`src/rtl/rx_filt_pkg.sv`:
```
package rx_filt_pkg;
  localparam int OCTET_W       = 8;
  localparam int ADDR_OCTETS   = 6;
  localparam int PREFIX_OCTETS = 3;
  localparam int PREFIX_W      = PREFIX_OCTETS * OCTET_W;
  localparam int ADDR_W        = ADDR_OCTETS * OCTET_W;
  localparam int POS_W         = $clog2(ADDR_OCTETS + 1);

  typedef logic [OCTET_W-1:0] octet_t;
  typedef logic [POS_W-1:0]   pos_t;
endpackage

```
`src/rtl/rx_rst_sync.sv`:
```
module rx_rst_sync #(
  parameter int STAGES = 2
) (
  input  logic clk,
  input  logic rst_n,
  output logic rst_core_n
);
  logic [STAGES-1:0] sync_q;

  always_ff @(posedge clk or negedge rst_n) begin
    if (!rst_n) sync_q <= '0;
    else        sync_q <= {sync_q[STAGES-2:0], 1'b1};
  end

  assign rst_core_n = sync_q[STAGES-1];
endmodule

```
`src/rtl/rx_octet_seq.sv`:
```
module rx_octet_seq
  import rx_filt_pkg::*;
(
  input  logic clk,
  input  logic rst_n,
  input  logic frame_start,
  input  logic octet_valid,
  output logic take,
  output logic last,
  output pos_t pos
);
  pos_t cnt_q, cnt_d;
  logic cnt_en;

  always_comb begin
    pos    = frame_start ? '0 : cnt_q;
    take   = octet_valid && (pos < pos_t'(ADDR_OCTETS));
    last   = take && (pos == pos_t'(ADDR_OCTETS - 1));
    cnt_en = frame_start || take;
    cnt_d  = take ? pos + pos_t'(1) : pos;
  end

  always_ff @(posedge clk or negedge rst_n) begin
    if (!rst_n)      cnt_q <= pos_t'(ADDR_OCTETS);
    else if (cnt_en) cnt_q <= cnt_d;
  end
endmodule

```
`src/rtl/rx_prefix_cmp.sv`:
```
module rx_prefix_cmp
  import rx_filt_pkg::*;
(
  input  logic                clk,
  input  logic                rst_n,
  input  logic                frame_start,
  input  logic                take,
  input  pos_t                pos,
  input  octet_t              octet,
  input  logic [PREFIX_W-1:0] entry,
  output logic                hit
);
  logic   run_q, run_d, base;
  octet_t want;
  logic   in_prefix;

  always_comb begin
    want      = '0;
    in_prefix = 1'b0;
    for (int k = 0; k < PREFIX_OCTETS; k++) begin
      if (pos == pos_t'(k)) begin
        want      = entry[(PREFIX_OCTETS-1-k)*OCTET_W +: OCTET_W];
        in_prefix = 1'b1;
      end
    end
    base  = frame_start ? 1'b1 : run_q;
    run_d = (take && in_prefix) ? (base && (octet == want)) : base;
    hit   = run_d && (entry != '0);
  end

  always_ff @(posedge clk or negedge rst_n) begin
    if (!rst_n)                    run_q <= 1'b0;
    else if (frame_start || take)  run_q <= run_d;
  end
endmodule

```
`src/rtl/rx_addr_cmp.sv`:
```
module rx_addr_cmp
  import rx_filt_pkg::*;
(
  input  logic              clk,
  input  logic              rst_n,
  input  logic              frame_start,
  input  logic              take,
  input  pos_t              pos,
  input  octet_t            octet,
  input  logic [ADDR_W-1:0] station,
  output logic              st_hit,
  output logic              bc_hit,
  output logic              grp_hit
);
  logic   st_q, bc_q, grp_q;
  logic   st_base, bc_base, grp_base;
  octet_t want;
  logic   upd;

  always_comb begin
    want = '0;
    for (int k = 0; k < ADDR_OCTETS; k++) begin
      if (pos == pos_t'(k)) want = station[(ADDR_OCTETS-1-k)*OCTET_W +: OCTET_W];
    end
    st_base  = frame_start ? 1'b1 : st_q;
    bc_base  = frame_start ? 1'b1 : bc_q;
    grp_base = frame_start ? 1'b0 : grp_q;
    st_hit   = take ? (st_base && (octet == want)) : st_base;
    bc_hit   = take ? (bc_base && (&octet)) : bc_base;
    grp_hit  = (take && (pos == '0)) ? octet[0] : grp_base;
    upd      = frame_start || take;
  end

  always_ff @(posedge clk or negedge rst_n) begin
    if (!rst_n) begin
      st_q  <= 1'b0;
      bc_q  <= 1'b0;
      grp_q <= 1'b0;
    end else if (upd) begin
      st_q  <= st_hit;
      bc_q  <= bc_hit;
      grp_q <= grp_hit;
    end
  end
endmodule

```
`src/rtl/rx_filter_decide.sv`:
```
module rx_filter_decide #(
  parameter int N_MASKS = 4
) (
  input  logic               clk,
  input  logic               rst_n,
  input  logic               frame_start,
  input  logic               last,
  input  logic               promisc,
  input  logic               all_mcast,
  input  logic               st_hit,
  input  logic               bc_hit,
  input  logic               grp_hit,
  input  logic [N_MASKS-1:0] prefix_hit,
  output logic               decision_valid,
  output logic               accept
);
  logic verdict, acc_d, acc_en, vld_d;

  always_comb begin
    verdict = promisc || st_hit || bc_hit || (grp_hit && (all_mcast || (|prefix_hit)));
    acc_en  = frame_start || last;
    acc_d   = last && verdict;
    vld_d   = last;
  end

  always_ff @(posedge clk or negedge rst_n) begin
    if (!rst_n) begin
      accept         <= 1'b0;
      decision_valid <= 1'b0;
    end else begin
      decision_valid <= vld_d;
      if (acc_en) accept <= acc_d;
    end
  end
endmodule

```
`src/rtl/rx_addr_filter.sv`:
```
module rx_addr_filter
  import rx_filt_pkg::*;
#(
  parameter int N_MASKS = 4
) (
  input  logic                        clk,
  input  logic                        rst_n,
  input  logic                        frame_start,
  input  logic                        octet_valid,
  input  logic [7:0]                  octet_data,
  input  logic                        cfg_promisc,
  input  logic                        cfg_all_mcast,
  input  logic [15:0]                 station_hi,
  input  logic [31:0]                 station_lo,
  input  logic [N_MASKS*PREFIX_W-1:0] mask_table,
  output logic                        decision_valid,
  output logic                        accept
);
  logic              rst_core_n;
  logic              take, last;
  pos_t              pos;
  logic              st_hit, bc_hit, grp_hit;
  logic [N_MASKS-1:0] prefix_hit;
  logic [ADDR_W-1:0] station;

  assign station = {station_hi, station_lo};

  rx_rst_sync #(.STAGES(2)) u_rst (
    .clk(clk), .rst_n(rst_n), .rst_core_n(rst_core_n)
  );

  rx_octet_seq u_seq (
    .clk(clk), .rst_n(rst_core_n), .frame_start(frame_start),
    .octet_valid(octet_valid), .take(take), .last(last), .pos(pos)
  );

  rx_addr_cmp u_addr (
    .clk(clk), .rst_n(rst_core_n), .frame_start(frame_start), .take(take),
    .pos(pos), .octet(octet_data), .station(station),
    .st_hit(st_hit), .bc_hit(bc_hit), .grp_hit(grp_hit)
  );

  for (genvar i = 0; i < N_MASKS; i++) begin : g_prefix
    rx_prefix_cmp u_pfx (
      .clk(clk), .rst_n(rst_core_n), .frame_start(frame_start), .take(take),
      .pos(pos), .octet(octet_data),
      .entry(mask_table[i*PREFIX_W +: PREFIX_W]), .hit(prefix_hit[i])
    );
  end

  rx_filter_decide #(.N_MASKS(N_MASKS)) u_dec (
    .clk(clk), .rst_n(rst_core_n), .frame_start(frame_start), .last(last),
    .promisc(cfg_promisc), .all_mcast(cfg_all_mcast),
    .st_hit(st_hit), .bc_hit(bc_hit), .grp_hit(grp_hit),
    .prefix_hit(prefix_hit), .decision_valid(decision_valid), .accept(accept)
  );
endmodule

```
`config.mk`:
```
export PLATFORM = sky130hd
export DESIGN_NAME = rx_addr_filter
export DESIGN_NICKNAME = d
export VERILOG_FILES = /design/src/rtl/rx_filt_pkg.sv /design/src/rtl/rx_rst_sync.sv /design/src/rtl/rx_octet_seq.sv /design/src/rtl/rx_prefix_cmp.sv /design/src/rtl/rx_addr_cmp.sv /design/src/rtl/rx_filter_decide.sv /design/src/rtl/rx_addr_filter.sv
export SDC_FILE = /design/constraint.sdc
export NUM_CORES = 1
export LEC_CHECK = 0
export ABC_AREA = 1
export BUFFER_PORTS_ARGS = -buffer_cell sky130_fd_sc_hd__buf_2
export CELL_PAD_IN_SITES_DETAIL_PLACEMENT = 1
export CELL_PAD_IN_SITES_GLOBAL_PLACEMENT = 1
export CORE_ASPECT_RATIO = 0.6
export CORE_MARGIN = 4
export CORE_UTILIZATION = 32
export DETAILED_ROUTE_END_ITERATION = 16
export GPL_TIMING_DRIVEN = 0
export PLACE_DENSITY_LB_ADDON = 0.1
export SETUP_SLACK_MARGIN = 0.2
export SYNTH_ARGS = -nofsm -noshare
export SYNTH_HDL_FRONTEND = slang
export SYNTH_SLANG_ARGS = --single-unit
```
`constraint.sdc`:
```
create_clock -name clk -period 1.4 [get_ports clk]
set_clock_uncertainty 0.1 [all_clocks]
set_input_delay 0.14 -clock clk [delete_from_list [all_inputs] [get_ports clk]]
set_output_delay 0.14 -clock clk [all_outputs]
set_load 0.02 [all_outputs]
```
==> flow_summary.yaml <==
run_status:
  status: "complete, but fails checks"
  violations: "setup timing"
sta:
  finalSetupViolCount: 12
  hold_viol_final: 0
  min_period_over_period: 1.90
  setup_tns_ns: -8.87
  final-max-slew-violation-count: 0
  worstMarginPinSlew_ns: 0.645
  max_slew_margin: 0.570
  grt_setup_unrepaired: "true"
  fmax_mhz: 376
  setup_ws_ns: -1.26
  finalCriticalPeriod_ns: 2.66
place:
  place_area_um2: 4700
  dpl.hpwl_um: 15100
  place_congestion: 0.849
  numPortBuffers: 158
yosys:
  synth_area_um2: 3630
  synthAdderAreaFrac: 0.0103
  synth_fp_nets: 894
  synth_mux_area_frac: 0
  synth.distinct_cells: 35
  synth-compound-area-share: 0.0610
  synth_top_family_by_area: "simple AND/OR/NAND/NOR gates"
  ys_seq_elements: 14
  yosys_warnings: 0
  synthXorXnorAreaFrac: 0.00241
  syn_area_per_cell_um2: 4.95
  syn_inst: 733
  ys_seq_area_frac: 0.0972
  synthSimpleGateAreaFrac: 0.655
power_and_ir_drop:
  seqPwrFrac: 0.125
  p_sw_mw: 1.96
  clockPowerShare: 0.161
  pwr-share-comb: 0.714
  p_sw_frac: 0.495
  peakVddDrop_mv: 0.467
  leakage_nw: 3.15
  powerDensity_nw_per_um2: 737
  internal_power_mw: 2.00
floorplanning:
  coreArea_um2: 10800
  start_util: 0.336
  die_w_um: 146
  num_rows: 29
  boundaryPins: 160
  die_y_um: 90.5
  die-area_um2: 13200
worst_setup_path:
  worst-path-max-fanout: 10
  crit_path_end_kind: "flip-flop"
  crit_path_start_kind: "flip-flop"
  cpLargestDelayFamily: "simple AND/OR/NAND/NOR gates"
  cp_slowest_cell: "dfstp_2"
  cpPeakStageDelay_ns: 0.56
  worstPathRequired_ns: 1.45
  crit_path_frequent_cell: "nand2_1"
  crit_chain: "nand2_4, ha_4, nand2_8, buf_4, nand2_1, nand2_1, nand2_1, nand2_1, nand2_1, nand2_1, nand2_1, nand2_1, inv_1, nand2_1, nor2_1, nand2_1, nand2_1, a21oi_2, nand2_2, nand2_1, nand2_1"
  arrival_ns: 2.71
  worst-r2r-cell-count: 21
  cp_num_buf_inv: 2
  cp.depth: 21
  setup.worst_path.class: "flip-flop to flip-flop"
clock_tree:
  clockRootBuffer: "clkbuf_16"
  cts_tree: "yes"
  cts_htree_levels: 1
  cts.reportedPaths.clkPinSlew_ns: 0.05
  insertion_delay_ns: 0.25
  clk_path_buf_depth: 2
  cts.sinks: 14
  cts_made_buffers: 3
drt:
  num_vias: 5631
  wl_met1_um: 8810
  drtIter0Drc: 498
  wl_per_cell_um: 19.3
  wirelength_um: 20600
  top_layer: "met4"
  drc: 0
  ant_nets: 0
  wl_met3_um: 2040
  dr.pass1.iters: 5
  dr_wl_met2_um: 9300
  viasPerCell: 5.27
hold_path:
  hp-class: "input port to async pin"
layout:
  postLayoutCellArea_um2: 5370
  antenna_cells: 0
  utilization: 0.496
  layout_commonest_cell: "nand2_1"
  nNetsFinal: 1091
  area_growth_pct: 47.8
  final_cell_mix: "nand2_1, buf_2, inv_1"
  drive_above_1_share: 0.344
grt:
  antenna_found_initial: 0
  grt_pass1_wl_um: 29900
  grt_pass1_vias: 5622
  grt_use_total: 0.284
  grt-ovfl-total: 0
  grt_max_degree: 13
job:
  max-cap-violations: 0
## power groups by stage
stage / Combinational [mW] / Sequential (mW) / Clock [mW]
finish: 2.82 / 0.493 / 0.638
floorplan: 1.49 / 0.500 / 0
global route: 3.07 / 0.498 / 0.653
detailed placement: 2.29 / 0.507 / 0
CTS: 2.52 / 0.490 / 0.631
global placement: 2.20 / 0.505 / 0
## flip-flops by register name (all words and copies together) (netlist names)
register / cells
u_dec.decision_valid: 1
u_seq.cnt_q: 3
g_prefix.u_pfx.run_q: 4
u_addr.st_q: 1
u_dec.accept: 1
u_rst.sync_q: 2
u_addr.bc_q: 1
u_addr.grp_q: 1
## worst paths after layout
| path | startpoint | end | slack (ns) |
|---|---|---|---|
| max in group asynchronous | u_rst.sync_q[1]$_DFF_PN0_ | u_addr.st_q$_DFFE_PN0P_ | 0.62 |
| worst max-delay path | u_seq.cnt_q[1]$_DFFE_PN1P_ | u_dec.accept$_DFFE_PN0P_ | -1.26 |
| min in group clk | octet_valid | u_seq.cnt_q[2]$_DFFE_PN1P_ | 0.13 |
| worst min-delay path | rst_n | u_rst.sync_q[1]$_DFF_PN0_ | 0.12 |
| worst min register to register | u_rst.sync_q[1]$_DFF_PN0_ | g_prefix[3].u_pfx.run_q$_DFFE_PN0P_ | 0.16 |
| worst max register to register | u_seq.cnt_q[1]$_DFFE_PN1P_ | u_dec.accept$_DFFE_PN0P_ | -1.26 |
## worst register-to-register path, delay by kind of cell, from the launching register on
kind	cells	cell delay [ns]
adders and majority gates	1	0.22
AOI/OAI and AO/OA	1	0.15
buffers and inverters	2	0.28
DFF	1	0.56
and+or+nand+nor	17	1.24
## cells by family (layout without fill, tap and decap cells)
group / count (synthesis) / after routing
buf+inv: 141 / 337
xor+xnor: 1 / 1
compound gates: 39 / 39
flops: 14 / 14
other cells: 1 / 1
simple gates: 534 / 534
fa+ha+maj: 3 / 3
## routing by layer
metal / vias to the layer above / GRT usage
met3: 45 / 0.0502
met4: 0 / 0.0577
li1: 2664 / -
met2: 298 / 0.460
met1: 2624 / 0.396
met5: - / 0
## final cells by class
| cell class | instances | area (um2) |
|---|---|---|
| Fill cell | 1606 | 5450 |
| Multi-Input combinational cell | 578 | 2860 |
| Timing Repair Buffer | 192 | 1100 |
| Inverter | 114 | 448 |
| Sequential cell | 14 | 353 |
| Buffer | 27 | 335 |
| Tap cell | 139 | 174 |
| Clock buffer | 4 | 88.8 |
## cells in the mapped netlist (all sizes together)
cell type / n / area, um2
a21boi: 4 / 30.0
a21oi: 9 / 45.0
buf: 24 / 183
clkbuf: 3 / 11.3
conb: 1 / 3.75
dfrtp: 12 / 300
dfstp: 2 / 52.6
ha: 3 / 37.5
inv: 114 / 433
nand2: 336 / 1330
nand3: 93 / 465
nand3b: 5 / 37.5
nand4: 8 / 50.1
nor2: 42 / 174
nor3: 2 / 21.3
nor4: 21 / 131
o21ai: 25 / 140
o22ai: 1 / 6.26
or2: 27 / 169
xor2: 1 / 8.76
## stage by stage
| step | total power [mW] | instances | hold WS [ns] | setup WS (ns) |
|---|---|---|---|---|
| after global placement | 2.70 | 1030 | -0.168 | -1.45 |
| after floorplan | 1.99 | 733 | -0.256 | -0.853 |
| after CTS | 3.64 | 1053 | 0.0877 | -1.19 |
| after global routing | 4.23 | 1068 | 0.133 | -1.40 |
| final | 3.95 | 1068 | 0.119 | -1.26 |
| after detailed placement | 2.80 | 1030 | -0.161 | -1.52 |
## what timing repair did
item                                    in CTS  in global routing
buffers inserted                            17                 14
hold buffers                                 1                  0
pin swaps                                   11                 30
hold endpoints to repair                     2                  0
gates cloned                                 1                  1
gates resized for setup                     38                 54
endpoints found under the setup margin      12                 12
No activity file was read; power rests on OpenSTA's default activity.
